<file path="src/rtl/data_steer_pkg.sv">
package data_steer_pkg;
  typedef struct packed {
    logic we_lo;
    logic we_hi;
    logic oe_a;
    logic oe_b;
    logic hi_sel;   // lane B takes the high bank
  } steer_ctl_t;

  localparam steer_ctl_t CTL_IDLE = '{default: 1'b0};
endpackage

</file>
<file path="src/rtl/data_steer_decode.sv">
module data_steer_decode
  import data_steer_pkg::*;
#(
  parameter int unsigned BYTE_W = 8
) (
  input  logic              cyc_i,
  input  logic              rd_i,
  input  logic              wr_i,
  input  logic              wide_i,
  input  logic              phantom_ni,
  input  logic              addr_lsb_i,
  input  logic [BYTE_W-1:0] lane_a_i,
  input  logic [BYTE_W-1:0] lane_b_i,
  output steer_ctl_t        ctl_o,
  output logic [BYTE_W-1:0] wdata_lo_o,
  output logic [BYTE_W-1:0] wdata_hi_o
);
  logic claim, sel_lo, sel_hi;

  always_comb begin
    claim  = cyc_i & phantom_ni;
    sel_lo = wide_i | ~addr_lsb_i;
    sel_hi = wide_i |  addr_lsb_i;

    ctl_o        = CTL_IDLE;
    ctl_o.we_lo  = claim & wr_i & sel_lo;
    ctl_o.we_hi  = claim & wr_i & sel_hi;
    ctl_o.oe_b   = claim & rd_i;
    ctl_o.oe_a   = claim & rd_i & wide_i;
    ctl_o.hi_sel = sel_hi;

    wdata_lo_o = lane_a_i;
    wdata_hi_o = wide_i ? lane_b_i : lane_a_i;
  end
endmodule

</file>
<file path="src/rtl/data_steer_stage.sv">
module data_steer_stage
  import data_steer_pkg::*;
#(
  parameter int unsigned BYTE_W = 8,
  parameter int unsigned WADDR_W = 23
) (
  input  logic               clk_i,
  input  logic               rst_ni,
  input  logic               cyc_i,
  input  logic               wide_i,
  input  logic               phantom_ni,
  input  steer_ctl_t         ctl_i,
  input  logic [WADDR_W-1:0] waddr_i,
  input  logic [BYTE_W-1:0]  wdata_lo_i,
  input  logic [BYTE_W-1:0]  wdata_hi_i,
  output steer_ctl_t         ctl_o,
  output logic [WADDR_W-1:0] waddr_o,
  output logic [BYTE_W-1:0]  wdata_lo_o,
  output logic [BYTE_W-1:0]  wdata_hi_o
);
  always_ff @(posedge clk_i or negedge rst_ni) begin
    if (!rst_ni) begin
      ctl_o      <= CTL_IDLE;
      waddr_o    <= '0;
      wdata_lo_o <= '0;
      wdata_hi_o <= '0;
    end else begin
      ctl_o <= ctl_i;
      if (cyc_i) begin
        waddr_o    <= waddr_i;
        wdata_lo_o <= wdata_lo_i;
        wdata_hi_o <= wdata_hi_i;
      end
    end
  end

  assert_phantom_quiet_R8: assert property (@(posedge clk_i) disable iff (!rst_ni)
    $past(cyc_i & ~phantom_ni) |-> !(ctl_o.we_lo | ctl_o.we_hi | ctl_o.oe_a | ctl_o.oe_b));

  assert_narrow_one_bank_R2: assert property (@(posedge clk_i) disable iff (!rst_ni)
    $past(cyc_i & ~wide_i) |-> !(ctl_o.we_lo & ctl_o.we_hi));

  assert_wide_pair_R5: assert property (@(posedge clk_i) disable iff (!rst_ni)
    $past(cyc_i & wide_i) |-> (ctl_o.we_lo == ctl_o.we_hi));

  assert_idle_quiet_R10: assert property (@(posedge clk_i) disable iff (!rst_ni)
    $past(~cyc_i) |-> !(ctl_o.we_lo | ctl_o.we_hi | ctl_o.oe_b));
endmodule

</file>
<file path="src/rtl/data_steer_lane_mux.sv">
module data_steer_lane_mux #(
  parameter int unsigned BYTE_W = 8
) (
  input  logic              oe_a_i,
  input  logic              oe_b_i,
  input  logic              hi_sel_i,
  input  logic [BYTE_W-1:0] rdata_lo_i,
  input  logic [BYTE_W-1:0] rdata_hi_i,
  output logic [BYTE_W-1:0] lane_a_o,
  output logic [BYTE_W-1:0] lane_b_o
);
  always_comb begin
    lane_a_o = oe_a_i ? rdata_lo_i : '0;
    lane_b_o = oe_b_i ? (hi_sel_i ? rdata_hi_i : rdata_lo_i) : '0;
  end

  always_comb begin
    assert_lane_a_idle_R11: assert (oe_a_i || lane_a_o == '0);
  end
endmodule

</file>
<file path="src/rtl/data_steer.sv">
module data_steer
  import data_steer_pkg::*;
#(
  parameter int unsigned ADDR_W = 24,
  parameter int unsigned BYTE_W = 8,
  localparam int unsigned WADDR_W = ADDR_W - 1
) (
  input  logic               clk_i,
  input  logic               rst_ni,
  input  logic               cyc_i,
  input  logic               rd_i,
  input  logic               wr_i,
  input  logic               wide_i,
  input  logic               phantom_ni,
  input  logic [ADDR_W-1:0]  addr_i,
  input  logic [BYTE_W-1:0]  lane_a_i,
  input  logic [BYTE_W-1:0]  lane_b_i,
  output logic [BYTE_W-1:0]  lane_a_o,
  output logic               lane_a_oe_o,
  output logic [BYTE_W-1:0]  lane_b_o,
  output logic               lane_b_oe_o,
  output logic [WADDR_W-1:0] bank_addr_o,
  output logic               bank_lo_we_o,
  output logic               bank_hi_we_o,
  output logic [BYTE_W-1:0]  bank_lo_wdata_o,
  output logic [BYTE_W-1:0]  bank_hi_wdata_o,
  input  logic [BYTE_W-1:0]  bank_lo_rdata_i,
  input  logic [BYTE_W-1:0]  bank_hi_rdata_i
);
  steer_ctl_t        ctl_d, ctl_q;
  logic [BYTE_W-1:0] wd_lo_d, wd_hi_d;

  data_steer_decode #(.BYTE_W(BYTE_W)) i_decode (
    .cyc_i      (cyc_i),
    .rd_i       (rd_i),
    .wr_i       (wr_i),
    .wide_i     (wide_i),
    .phantom_ni (phantom_ni),
    .addr_lsb_i (addr_i[0]),
    .lane_a_i   (lane_a_i),
    .lane_b_i   (lane_b_i),
    .ctl_o      (ctl_d),
    .wdata_lo_o (wd_lo_d),
    .wdata_hi_o (wd_hi_d)
  );

  data_steer_stage #(.BYTE_W(BYTE_W), .WADDR_W(WADDR_W)) i_stage (
    .clk_i      (clk_i),
    .rst_ni     (rst_ni),
    .cyc_i      (cyc_i),
    .wide_i     (wide_i),
    .phantom_ni (phantom_ni),
    .ctl_i      (ctl_d),
    .waddr_i    (addr_i[ADDR_W-1:1]),
    .wdata_lo_i (wd_lo_d),
    .wdata_hi_i (wd_hi_d),
    .ctl_o      (ctl_q),
    .waddr_o    (bank_addr_o),
    .wdata_lo_o (bank_lo_wdata_o),
    .wdata_hi_o (bank_hi_wdata_o)
  );

  data_steer_lane_mux #(.BYTE_W(BYTE_W)) i_lane_mux (
    .oe_a_i     (ctl_q.oe_a),
    .oe_b_i     (ctl_q.oe_b),
    .hi_sel_i   (ctl_q.hi_sel),
    .rdata_lo_i (bank_lo_rdata_i),
    .rdata_hi_i (bank_hi_rdata_i),
    .lane_a_o   (lane_a_o),
    .lane_b_o   (lane_b_o)
  );

  assign lane_a_oe_o  = ctl_q.oe_a;
  assign lane_b_oe_o  = ctl_q.oe_b;
  assign bank_lo_we_o = ctl_q.we_lo;
  assign bank_hi_we_o = ctl_q.we_hi;

  assert_drive_after_read_R4: assert property (@(posedge clk_i) disable iff (!rst_ni)
    lane_b_oe_o |-> $past(rd_i));

  assert_lane_a_paired_R6: assert property (@(posedge clk_i) disable iff (!rst_ni)
    lane_a_oe_o |-> lane_b_oe_o);

  assert_lane_b_idle_R11: assert property (@(posedge clk_i) disable iff (!rst_ni)
    !lane_b_oe_o |-> (lane_b_o == '0));
endmodule

</file>
<file path="config.mk">
export PLATFORM = sky130hd
export DESIGN_NAME = data_steer
export DESIGN_NICKNAME = d
export VERILOG_FILES = /design/src/rtl/data_steer_pkg.sv /design/src/rtl/data_steer_decode.sv /design/src/rtl/data_steer_stage.sv /design/src/rtl/data_steer_lane_mux.sv /design/src/rtl/data_steer.sv
export SDC_FILE = /design/constraint.sdc
export NUM_CORES = 1
export LEC_CHECK = 0
export BUFFER_PORTS_ARGS = -buffer_cell sky130_fd_sc_hd__buf_2
export CORE_ASPECT_RATIO = 0.75
export CORE_UTILIZATION = 48
export CTS_BUF_LIST = sky130_fd_sc_hd__clkbuf_4 sky130_fd_sc_hd__clkbuf_8
export CTS_CLUSTER_DIAMETER = 50
export CTS_CLUSTER_SIZE = 30
export DETAILED_ROUTE_END_ITERATION = 8
export PLACE_DENSITY = 0.87
export SLEW_MARGIN = 30
export SYNTH_ARGS = -nofsm -noshare
export SYNTH_HDL_FRONTEND = slang
export SYNTH_HIERARCHICAL = 1
export SYNTH_SLANG_ARGS = --single-unit
</file>
<file path="constraint.sdc">
create_clock -name clk_i -period 2.2 [get_ports clk_i]
set_clock_uncertainty 0.1 [all_clocks]
set_input_delay 0.44 -clock clk_i [delete_from_list [all_inputs] [get_ports clk_i]]
set_output_delay 0.44 -clock clk_i [all_outputs]
set_load 0.01 [all_outputs]
</file>
==> impl_metrics.sql, run 1 <==
INSERT INTO impl_metrics (metric_group, metric, value, unit) VALUES
('routing', 'vias_per_cell', '4.752', ''),
('synthesis', 'syn-num-nets', '200', ''),
('status', 'outcome', 'complete, no violations', ''),
('synthesis', 'synth_seq_cells', '44', ''),
('synthesis', 'post_synth.cell_area_avg', '14.96', 'sq um'),
('critical_path', 'crit_arrival', '1.32', 'ns'),
('routing', 'wire_per_inst', '13.43', 'um'),
('grt', 'grt_first_pass_wirelength', '6555', 'um'),
('finish', 'fillerInstances', '307', ''),
('sta', 'report.final.slew_viol_count', '0', ''),
('critical_path', 'timing.reg2reg.setup_slack', '1.31', 'ns'),
('cts', 'clockBufferDepth', '2', ''),
('grt', 'grt_max_degree', '45', ''),
('finish', 'final_layout_net_count', '315', ''),
('critical_path', 'crit-reg2reg-capture', 'i_stage/waddr_o[15]', ''),
('floorplanning', 'floorplan.rows', '20', ''),
('critical_path', 'cp.required', '1.66', 'ns'),
('sta', 'worst_slew_margin_rel', '72.31', '%'),
('sta', 'setup-tns-final', '0', 'ns'),
('routing', 'drt_first_iter_violations', '41', ''),
('sta', 'final_period_minus_worst_setup_slack', '1.862', 'ns'),
('routing', 'ant_nets', '0', ''),
('sta', 'setup_viol', '0', ''),
('critical_path', 'path_max_fanout', '8', ''),
('cts', 'cts_sinks', '44', ''),
('synthesis', 'synth_largest_type_area_fraction', '53.72', '%'),
('pwr', 'power_leakage', '0.001480', 'uW'),
('cts', 'tritoncts_clock_tree', 'yes', ''),
('pwr', 'cellPowerDensity', '651.7', 'nW/um^2'),
('cts', 'postcts_resize_cnt', '0', ''),
('floorplanning', 'floorplan.initialDensity', '50.25', '%'),
('routing', 'route.vias.total', '1459', ''),
('cts', 'path_clk_slew', '0.07', 'ns'),
('cts', 'ctsRootBufferMaster', 'sky130_fd_sc_hd__clkbuf_8', ''),
('place', 'number_of_placed_instances_with_taps_included', '300', ''),
('run', 'maxcap_violations', '0', ''),
('grt', 'overflow', '0', ''),
('critical_path', 'worst_setup_path_startpoint', 'i_stage/ctl_o[0]', ''),
('critical_path', 'ff2ff_path_depth', '1', ''),
('synthesis', 'syn-instance-count', '137', ''),
('cts', 'cts_hold_buf', '0', ''),
('place', 'place_ws', '0.6421', 'ns'),
('finish', 'layout_common_cells', '121 x sky130_fd_sc_hd__buf_2, 44 x sky130_fd_sc_hd__dfrtp_1, 29 x sky130_fd_sc_hd__mux2_2, 18 x sky130_fd_sc_hd__mux2_4, 9 x sky130_fd_sc_hd__nor2b_1', ''),
('floorplanning', 'design.portCount', '122', ''),
('synthesis', 'synthDistinctLibCells', '15', ''),
('synthesis', 'ys_top_cells_by_area', 'sky130_fd_sc_hd__dfrtp_1 54%, sky130_fd_sc_hd__mux2_2 16%, sky130_fd_sc_hd__mux2_4 13%', ''),
('grt', 'grt_antenna_before_repair', '0', ''),
('synthesis', 'synthesis.area', '2049', 'sq um'),
('cts', 'clk-insertion-delay-late', '0.29', 'ns'),
('critical_path', 'cp-end-kind', 'output port', ''),
('critical_path', 'timing.setup.critical_path_class', 'register to output port', ''),
('synthesis', 'synth_area_leader', 'sky130_fd_sc_hd__dfrtp_1', ''),
('critical_path', 'critical_path.startpoint_type', 'register', ''),
('cts', 'tritoncts.num_buffers', '5', ''),
('sta', 'transition_time_of_the_tightest_slew_check_pin', '0.4154', 'ns'),
('grt', 'first_global_vias', '1458', ''),
('routing', 'wl', '4123', 'um'),
('finish', 'layout-drive-gt1-share', '70.63', '%'),
('finish', 'post_layout_nonfiller_instances', '307', ''),
('critical_path', 'r2r-start', 'i_stage/waddr_o[15]', ''),
('pwr', 'power', '1769', 'uW'),
('floorplanning', 'fp.dieArea', '4538', 'sq um'),
('synthesis', 'synth_warnings', '6', ''),
('cts', 'htreeDepth', '2', ''),
('finish', 'final_common_cell', 'sky130_fd_sc_hd__buf_2', ''),
('place', 'finalWeightedCongestion', '0.6650', ''),
('floorplanning', 'die_y', '58.59', 'um'),
('floorplanning', 'die_width', '77.45', 'um'),
('cts', 'post-cts-setup-buffer-count', '0', ''),
('floorplanning', 'core_region_area', '4079', 'sq um'),
('routing', 'drtPass1Iterations', '3', '');
## through the flow
| stage | cell area [sq um] | util [%] | hold WS [ns] |
|---|---|---|---|
| 6_report | 2714 | 66.53 | 0.01109 |
| 3_3_place_gp | 2633 | 64.54 | 0.3335 |
| 4_1_cts | 2714 | 66.53 | 0.01243 |
| 5_1_grt | 2714 | 66.53 | 0.01416 |
| 2_1_floorplan | 2049 | - | 0.04441 |
| 3_5_place_dp | 2633 | 64.54 | 0.3326 |
## state kept, by name (all words and copies together) (netlist names)
register            flops
i_stage/wdata_hi_o      8
i_stage/wdata_lo_o      8
i_stage/waddr_o        23
i_stage/ctl_o           5
## final cells by class
| type | instances | area, sq um | area share (%) |
|---|---|---|---|
| Clock buffer | 6 | 76.32 | 2.812 |
| Clock inverter | 1 | 5.005 | 0.1844 |
| Inverter | 1 | 3.754 | 0.1383 |
| Multi-Input combinational cell | 77 | 813.3 | 29.97 |
| Sequential cell | 44 | 1101 | 40.57 |
| Tap cell | 55 | 68.82 | 2.536 |
| Timing Repair Buffer | 123 | 645.6 | 23.79 |
## critical path, cell delays in order, from the launching register on
cell,delay (ns)
sky130_fd_sc_hd__dfrtp_1,0.60
sky130_fd_sc_hd__mux2i_1,0.24
sky130_fd_sc_hd__nor2b_1,0.06
sky130_fd_sc_hd__buf_2,0.13
## Yosys cell counts (all sizes together)
library cell,instances
mux2i,8
inv,1
and2,9
nand3,1
and3,1
nor2b,9
buf,15
a21oi,1
mux2,47
or2,1
dfrtp,44
## per-layer routing
layer	track usage, %	wire, um	part of all wire, %
met3	7.752	440	11
met1	20.65	1548	38
met2	34.13	2068	50
met4	8.895	66	1.6
met5	0	0	0
## kinds of logic after synthesis
group,synth area share [%]
compound gates,0.2440
buf+inv,6.593
flops,53.72
mux,33.03
simple gates,6.410
## how the worst max path moves through the flow
stage,endpoint,depth (start not counted)
floorplan,i_stage/wdata_hi_o[5],3
global placement,lane_b_o[2],3
detailed placement,lane_b_o[7],3
CTS,lane_b_o[7],3
global route,lane_b_o[3],3
finish,lane_b_o[7],3
## power by group
part           internal, uW  switching, uW  leakage (uW)
clock                   228            245     0.0000445
combinational           208            157      0.000915
sequential              887           43.5      0.000521
No activity file was read; power rests on OpenSTA's default activity.
==> inputs of run 2 (changes only) <==
--- a/config.mk
+++ b/config.mk
@@ -7,12 +7,12 @@
 export LEC_CHECK = 0
 export BUFFER_PORTS_ARGS = -buffer_cell sky130_fd_sc_hd__buf_2
 export CORE_ASPECT_RATIO = 0.75
-export CORE_UTILIZATION = 48
+export CORE_UTILIZATION = 45
 export CTS_BUF_LIST = sky130_fd_sc_hd__clkbuf_4 sky130_fd_sc_hd__clkbuf_8
 export CTS_CLUSTER_DIAMETER = 50
 export CTS_CLUSTER_SIZE = 30
 export DETAILED_ROUTE_END_ITERATION = 8
-export PLACE_DENSITY = 0.87
+export PLACE_DENSITY = 0.83
 export SLEW_MARGIN = 30
 export SYNTH_ARGS = -nofsm -noshare
 export SYNTH_HDL_FRONTEND = slang
==> constraint.sdc (replaced) <==
create_clock -name clk_i -period 1.75 [get_ports clk_i]
set_clock_uncertainty 0.1 [all_clocks]
set_input_delay 0.35 -clock clk_i [delete_from_list [all_inputs] [get_ports clk_i]]
set_output_delay 0.35 -clock clk_i [all_outputs]
set_load 0.01 [all_outputs]
==> run 2 against run 1 <==
Non-clock buffer count rose by 1. First-iteration DRC count decreased by 37%. Cell count rose by 0.65%. Core utilization shrank 0.76 points. Routed wire length increased by 0.70%. Sequential cell count stayed put.
==> impl_metrics.sql, run 2 (synthesized netlist as in run 1, its figures left out) <==
INSERT INTO impl_metrics (metric_group, metric, value, unit) VALUES
('worst_hold_path', 'hold_path_end', 'i_stage/ctl_o[4]', ''),
('cts', 'clockBufferDepth', '2', ''),
('finish', 'syn2layout_area_growth', '34.92', '%'),
('critical_path', 'cp-end-kind', 'output port', ''),
('critical_path', 'r2r-start', 'i_stage/waddr_o[13]', ''),
('grt', 'grt_max_degree', '42', ''),
('routing', 'route.vias.total', '1473', ''),
('cts', 'tritoncts.num_buffers', '5', ''),
('cts', 'tritoncts_clock_tree', 'yes', ''),
('routing', 'post-route-drc-count', '0', ''),
('routing', 'ant_nets', '0', ''),
('critical_path', 'cp_cell_sequence', 'mux2i_1, nor2b_1, buf_2', ''),
('floorplanning', 'core_region_area', '4204', 'sq um'),
('floorplanning', 'floorplan.rows', '20', ''),
('critical_path', 'path_max_fanout', '8', ''),
('grt', 'grt_first_pass_wirelength', '6451', 'um'),
('grt', 'first_global_vias', '1473', ''),
('critical_path', 'cp.required', '1.30', 'ns'),
('worst_hold_path', 'worstHoldPathCells', '2', ''),
('pwr', 'netSwitchingPower', '581.3', 'uW'),
('cts', 'htreeDepth', '2', ''),
('cts', 'post-cts-setup-buffer-count', '0', ''),
('sta', 'setup-tns-final', '0', 'ns'),
('pwr', 'power.share.switching', '23.97', '%'),
('sta', 'worst_slew_margin_rel', '69.58', '%'),
('cts', 'ctsRootBufferMaster', 'sky130_fd_sc_hd__clkbuf_8', ''),
('pwr', 'p_int', '1844', 'uW'),
('routing', 'wire_per_inst', '13.44', 'um'),
('floorplanning', 'die_width', '79.93', 'um'),
('finish', 'antenna_cells_inserted', '0', ''),
('critical_path', 'crit_arrival', '1.23', 'ns'),
('sta', 'transition_time_of_the_tightest_slew_check_pin', '0.4563', 'ns'),
('critical_path', 'ff2ff_path_depth', '1', ''),
('finish', 'registers.top_by_ff_count', 'i_stage/waddr_o', ''),
('floorplanning', 'floorplan.initialDensity', '48.75', '%'),
('place', 'placed_wire_length_estimate_after_detailed_placement', '3216', 'um'),
('place', 'finalWeightedCongestion', '0.6888', ''),
('worst_hold_path', 'hold_path.startpoint', 'addr_i[0]', ''),
('floorplanning', 'design.portCount', '122', ''),
('pwr', 'cellPowerDensity', '877.1', 'nW/um^2'),
('routing', 'wl', '4152', 'um'),
('routing', 'vias_per_cell', '4.767', ''),
('finish', 'final_common_cell', 'sky130_fd_sc_hd__buf_2', ''),
('grt', 'grt_use_total', '18.02', '%'),
('sta', 'rsz0062_at_grt', 'no', ''),
('pwr', 'clock_power_share', '32.7', '%'),
('floorplanning', 'die_y', '60.45', 'um'),
('critical_path', 'timing.setup.critical_path_class', 'register to output port', ''),
('critical_path', 'crit-reg2reg-capture', 'i_stage/waddr_o[13]', ''),
('routing', 'drtPass1Iterations', '4', ''),
('pwr', 'share_comb_of_total_power', '19.1', '%'),
('critical_path', 'critPathMaxStageDelay', '0.50', 'ns'),
('sta', 'report.final.slew_viol_count', '0', ''),
('finish', 'biggestRegsByFlops', 'i_stage/waddr_o x23, i_stage/wdata_hi_o x8, i_stage/wdata_lo_o x8', ''),
('worst_hold_path', 'hold_path.class', 'input port to register', ''),
('cts', 'path_clk_slew', '0.07', 'ns'),
('routing', 'drt_first_iter_violations', '26', ''),
('critical_path', 'critical_path.startpoint_type', 'register', ''),
('grt', 'overflow', '0', ''),
('place', 'portBuffers', '121', ''),
('sta', 'timing.final.crit_share', '95.76', '%'),
('critical_path', 'timing.reg2reg.setup_slack', '0.87', 'ns'),
('cts', 'clk-insertion-delay-late', '0.29', 'ns'),
('status', 'outcome', 'complete, no violations', ''),
('cts', 'cts_sinks', '44', ''),
('finish', 'layout_common_cells', '121 x sky130_fd_sc_hd__buf_2, 43 x sky130_fd_sc_hd__dfrtp_1, 29 x sky130_fd_sc_hd__mux2_2, 18 x sky130_fd_sc_hd__mux2_4, 9 x sky130_fd_sc_hd__nor2b_1', ''),
('sta', 'final_period_minus_worst_setup_slack', '1.676', 'ns'),
('critical_path', 'worstPathBufferInverterCount', '1', ''),
('finish', 'final_layout_net_count', '316', ''),
('pwr', 'power_leakage', '0.001500', 'uW'),
('pwr', 'worst_ir_drop_on_vdd', '0.0006430', 'V'),
('pwr', 'power_frac_seq', '48.2', '%'),
('floorplanning', 'fp.dieArea', '4831', 'sq um'),
('finish', 'layout-drive-gt1-share', '70.87', '%'),
('sta', 'fmax', '596.7', 'MHz'),
('critical_path', 'crit_slowest_cell', 'sky130_fd_sc_hd__dfrtp_2', ''),
('finish', 'largest_reg_flops', '23', ''),
('sta', 'setup_viol', '0', ''),
('run', 'maxcap_violations', '0', ''),
('critical_path', 'crit_family', 'flip-flops', ''),
('grt', 'grt_antenna_before_repair', '0', ''),
('finish', 'layout.core_utilization', '65.77', '%'),
('sta', 'hold_viol', '0', '');
[run 2: cell types whose count changed in the layout (fill, tap and decap cells not counted)]
cell / delta
sky130_fd_sc_hd__clkbuf_8: +1
sky130_fd_sc_hd__clkbuf_4: -1
sky130_fd_sc_hd__bufinv_16: +1
sky130_fd_sc_hd__clkinv_2: -1
sky130_fd_sc_hd__dfrtp_1: -1
sky130_fd_sc_hd__clkinv_4: +1
sky130_fd_sc_hd__dlygate4sd3_1: +1
sky130_fd_sc_hd__dfrtp_2: +1
[run 2: cell type report]
cell class                 instances  area [sq um]
clock buffer                       6         82.58
clock inverter                     2         38.79
fill                             334          1439
inverter                           1         3.754
multi-input combinational         77         813.3
sequential                        44          1102
tap                               55         68.82
timing repair buffer             124         655.6
[run 2: what timing repair did]
| action | CTS | global route |
|---|---|---|
| hold buffers | 1 | 0 |
| setup endpoints to repair | 8 | 0 |
| hold endpoints to repair | 18 | 0 |
| resized for setup | 1 | 0 |
[run 2: worst max path at each step]
| stage | startpoint | end | slack, ns | depth (start not counted) |
|---|---|---|---|---|
| final | i_stage/ctl_o[0] | lane_b_o[0] | 0.07 | 3 |
| after global placement | i_stage/ctl_o[0] | lane_b_o[0] | 0.28 | 3 |
| after CTS | i_stage/ctl_o[0] | lane_b_o[0] | 0.06 | 3 |
| after global routing | i_stage/ctl_o[0] | lane_b_o[0] | 0.006 | 3 |
| after floorplan | wide_i | i_stage/wdata_hi_o[5] | 0.50 | 3 |
| after detailed placement | i_stage/ctl_o[0] | lane_b_o[0] | 0.26 | 3 |
[run 2: through the flow]
| stage | hold WS [ns] | power (uW) | worst slack [ns] | area [sq um] | instances |
|---|---|---|---|---|---|
| floorplan | -0.04559 | 1442 | 0.5007 | 2049 | 137 |
| CTS | 0.1326 | 2461 | 0.06021 | 2765 | 309 |
| global route | 0.1306 | 2550 | 0.006364 | 2765 | 309 |
| finish | 0.1440 | 2425 | 0.07416 | 2765 | 309 |
| detailed placement | 0.2264 | 1656 | 0.2553 | 2633 | 300 |
| global placement | 0.2293 | 1641 | 0.2802 | 2633 | 300 |
[run 2: power groups by stage]
stage	combinational, uW	clock [uW]	sequential [uW]
2_1_floorplan	210	0	1230
3_3_place_gp	459	0	1180
3_5_place_dp	468	0	1190
4_1_cts	471	820	1170
5_1_grt	505	861	1180
6_report	463	793	1170
[run 2: per-layer routing]
metal  up-vias  GRT usage (%)  part of all wire [%]
met3         5          6.316                    10
met1       694          20.66                    41
met4         0          6.633                  0.92
li1        692              -                     -
met5         -              0                     0
met2        82          31.87                    48
==> inputs of run 3 (changes only) <==
--- a/config.mk
+++ b/config.mk
@@ -13,6 +13,7 @@
 export CTS_CLUSTER_SIZE = 30
 export DETAILED_ROUTE_END_ITERATION = 8
 export PLACE_DENSITY = 0.83
+export SETUP_SLACK_MARGIN = 0.3
 export SLEW_MARGIN = 30
 export SYNTH_ARGS = -nofsm -noshare
 export SYNTH_HDL_FRONTEND = slang
==> run 3 against run 2 <==
Via count rose by 1.8%. Sequential cell count did not move. Worst hold slack improved by 0.00054 ns. Critical path type unchanged.
==> impl_metrics.sql, run 3 (synthesized netlist as in run 1, its figures left out) <==
INSERT INTO impl_metrics (metric_group, metric, value, unit) VALUES
('finish', 'layout_common_cells', '113 x sky130_fd_sc_hd__buf_2, 43 x sky130_fd_sc_hd__dfrtp_1, 29 x sky130_fd_sc_hd__mux2_2, 18 x sky130_fd_sc_hd__mux2_4, 11 x sky130_fd_sc_hd__buf_6', ''),
('sta', 'worst_slew_margin_rel', '69.58', '%'),
('status', 'outcome', 'complete, no violations', ''),
('critical_path', 'crit_arrival', '1.23', 'ns'),
('finish', 'syn2layout_area_growth', '39.99', '%'),
('critical_path', 'cp_cell_sequence', 'mux2i_1, nor2b_1, buf_2', ''),
('place', 'finalWeightedCongestion', '0.6888', ''),
('sta', 'setup-tns-final', '0', 'ns'),
('place', 'number_of_placed_instances_with_taps_included', '300', ''),
('cts', 'cts_sinks', '44', ''),
('floorplanning', 'floorplan.initialDensity', '48.75', '%'),
('finish', 'final_common_cell', 'sky130_fd_sc_hd__buf_2', ''),
('worst_hold_path', 'hold_path_end', 'i_stage/ctl_o[4]', ''),
('cts', 'clockBufferDepth', '2', ''),
('sta', 'transition_time_of_the_tightest_slew_check_pin', '0.4564', 'ns'),
('critical_path', 'crit_family', 'flip-flops', ''),
('worst_hold_path', 'hold_path.startpoint', 'addr_i[0]', ''),
('routing', 'post-route-drc-count', '0', ''),
('floorplanning', 'floorplan.rows', '20', ''),
('routing', 'route.vias.total', '1499', ''),
('grt', 'grt_first_pass_wirelength', '6541', 'um'),
('finish', 'biggestRegsByFlops', 'i_stage/waddr_o x23, i_stage/wdata_hi_o x8, i_stage/wdata_lo_o x8', ''),
('sta', 'final_period_minus_worst_setup_slack', '1.679', 'ns'),
('critical_path', 'cp-end-kind', 'output port', ''),
('grt', 'overflow', '0', ''),
('critical_path', 'crit_slowest_cell', 'sky130_fd_sc_hd__dfrtp_2', ''),
('critical_path', 'r2r-start', 'i_stage/waddr_o[13]', ''),
('floorplanning', 'die_width', '79.93', 'um'),
('critical_path', 'critical_path.startpoint_type', 'register', ''),
('finish', 'fillerInstances', '317', ''),
('critical_path', 'timing.setup.critical_path_class', 'register to output port', ''),
('routing', 'wire_per_inst', '13.85', 'um'),
('critical_path', 'crit-reg2reg-capture', 'i_stage/waddr_o[13]', ''),
('grt', 'first_global_vias', '1488', ''),
('critical_path', 'cp.required', '1.30', 'ns'),
('cts', 'ctsRootBufferMaster', 'sky130_fd_sc_hd__clkbuf_8', ''),
('place', 'portBuffers', '121', ''),
('finish', 'final_layout_net_count', '319', ''),
('run', 'maxcap_violations', '0', ''),
('sta', 'fmax', '595.7', 'MHz'),
('cts', 'htreeDepth', '2', ''),
('place', 'placed_wire_length_estimate_after_detailed_placement', '3216', 'um'),
('sta', 'report.final.slew_viol_count', '0', ''),
('finish', 'largest_reg_flops', '23', ''),
('critical_path', 'ff2ff_path_depth', '1', ''),
('pwr', 'power_leakage', '0.001536', 'uW'),
('sta', 'timing.final.crit_share', '95.92', '%'),
('finish', 'registers.top_by_ff_count', 'i_stage/waddr_o', ''),
('cts', 'tritoncts_clock_tree', 'yes', ''),
('sta', 'hold_viol', '0', ''),
('finish', 'layout-drive-gt1-share', '74.32', '%'),
('critical_path', 'timing.reg2reg.setup_slack', '0.87', 'ns'),
('worst_hold_path', 'hold_path.class', 'input port to register', ''),
('routing', 'drt_first_iter_violations', '28', ''),
('pwr', 'cellPowerDensity', '849.5', 'nW/um^2'),
('grt', 'grt_max_degree', '42', ''),
('floorplanning', 'fp.dieArea', '4831', 'sq um'),
('floorplanning', 'core_region_area', '4204', 'sq um'),
('place', 'dpl-instance-area', '2633', 'sq um'),
('critical_path', 'worstPathBufferInverterCount', '1', ''),
('cts', 'tritoncts.num_buffers', '5', ''),
('sta', 'setup_viol', '0', ''),
('routing', 'ant_nets', '0', ''),
('worst_hold_path', 'worstHoldPathCells', '2', ''),
('grt', 'grt_antenna_before_repair', '0', ''),
('floorplanning', 'die_y', '60.45', 'um'),
('sta', 'rsz0062_at_grt', 'yes', ''),
('routing', 'vias_per_cell', '4.804', ''),
('critical_path', 'critPathMaxStageDelay', '0.50', 'ns'),
('critical_path', 'path_max_fanout', '8', ''),
('pwr', 'worst_ir_drop_on_vdd', '0.0006429', 'V'),
('grt', 'grt_use_total', '18.29', '%'),
('sta', 'finalHoldWorstSlack', '0.1445', 'ns'),
('finish', 'antenna_cells_inserted', '0', ''),
('cts', 'clk-insertion-delay-late', '0.28', 'ns'),
('routing', 'drtPass1Iterations', '2', ''),
('routing', 'wl', '4320', 'um'),
('floorplanning', 'design.portCount', '122', ''),
('cts', 'path_clk_slew', '0.07', 'ns'),
('finish', 'layout.cell_area.non_filler', '2869', 'sq um'),
('finish', 'post_layout_nonfiller_instances', '312', '');
[run 3: layer usage]
| metal | part of all wire, % | global-route usage (%) | vias up | wire length (um) |
|---|---|---|---|---|
| met4 | 0.88 | 6.633 | 0 | 38 |
| li1 | - | - | 698 | - |
| met5 | 0 | 0 | - | 0 |
| met1 | 42 | 21.25 | 716 | 1807 |
| met2 | 48 | 32.11 | 80 | 2064 |
| met3 | 9.5 | 6.316 | 5 | 410 |
[run 3: what timing repair did]
action | in CTS | in global routing
gates resized for setup | 2 | 19
cloned | 0 | 0
hold buffers | 1 | 0
setup endpoints to repair | 16 | 16
setup buffers | 3 | 0
pin swaps | 1 | 5
hold endpoints to repair | 18 | 0
[run 3: layout make-up]
| cell class | count | area [sq um] | share of cell area [%] |
|---|---|---|---|
| inverters | 1 | 3.754 | 0.1308 |
| clock inverters | 2 | 38.79 | 1.352 |
| flip-flops and latches | 44 | 1102 | 38.42 |
| repair buffers | 127 | 739.5 | 25.77 |
| multi-input cells | 77 | 833.3 | 29.04 |
| clock buffers | 6 | 82.58 | 2.878 |
| well taps | 55 | 68.82 | 2.399 |
[run 3: power by group]
group | internal (uW) | switching [uW] | leakage [uW]
sequential | 1120 | 53.4 | 0.000520
clock | 466 | 326 | 0.0000614
combinational | 271 | 205 | 0.000954
[run 3: how the worst max path moves through the flow]
stage	startpoint	end	slack (ns)	cells after the start
2_1_floorplan	wide_i	i_stage/wdata_hi_o[5]	0.50	3
3_3_place_gp	i_stage/ctl_o[0]	lane_b_o[0]	0.28	3
3_5_place_dp	i_stage/ctl_o[0]	lane_b_o[0]	0.26	3
4_1_cts	i_stage/ctl_o[0]	lane_b_o[0]	0.06	3
5_1_grt	i_stage/ctl_o[0]	lane_b_o[0]	0.002	3
6_report	i_stage/ctl_o[0]	lane_b_o[0]	0.07	3
[run 3: through the flow]
step | power (uW) | util (%) | setup WS, ns
3_5_place_dp | 1656 | 62.62 | 0.2553
3_3_place_gp | 1641 | 62.62 | 0.2802
5_1_grt | 2563 | 68.24 | 0.001554
4_1_cts | 2464 | 66.25 | 0.06021
2_1_floorplan | 1442 | - | 0.5007
6_report | 2437 | 68.24 | 0.07139
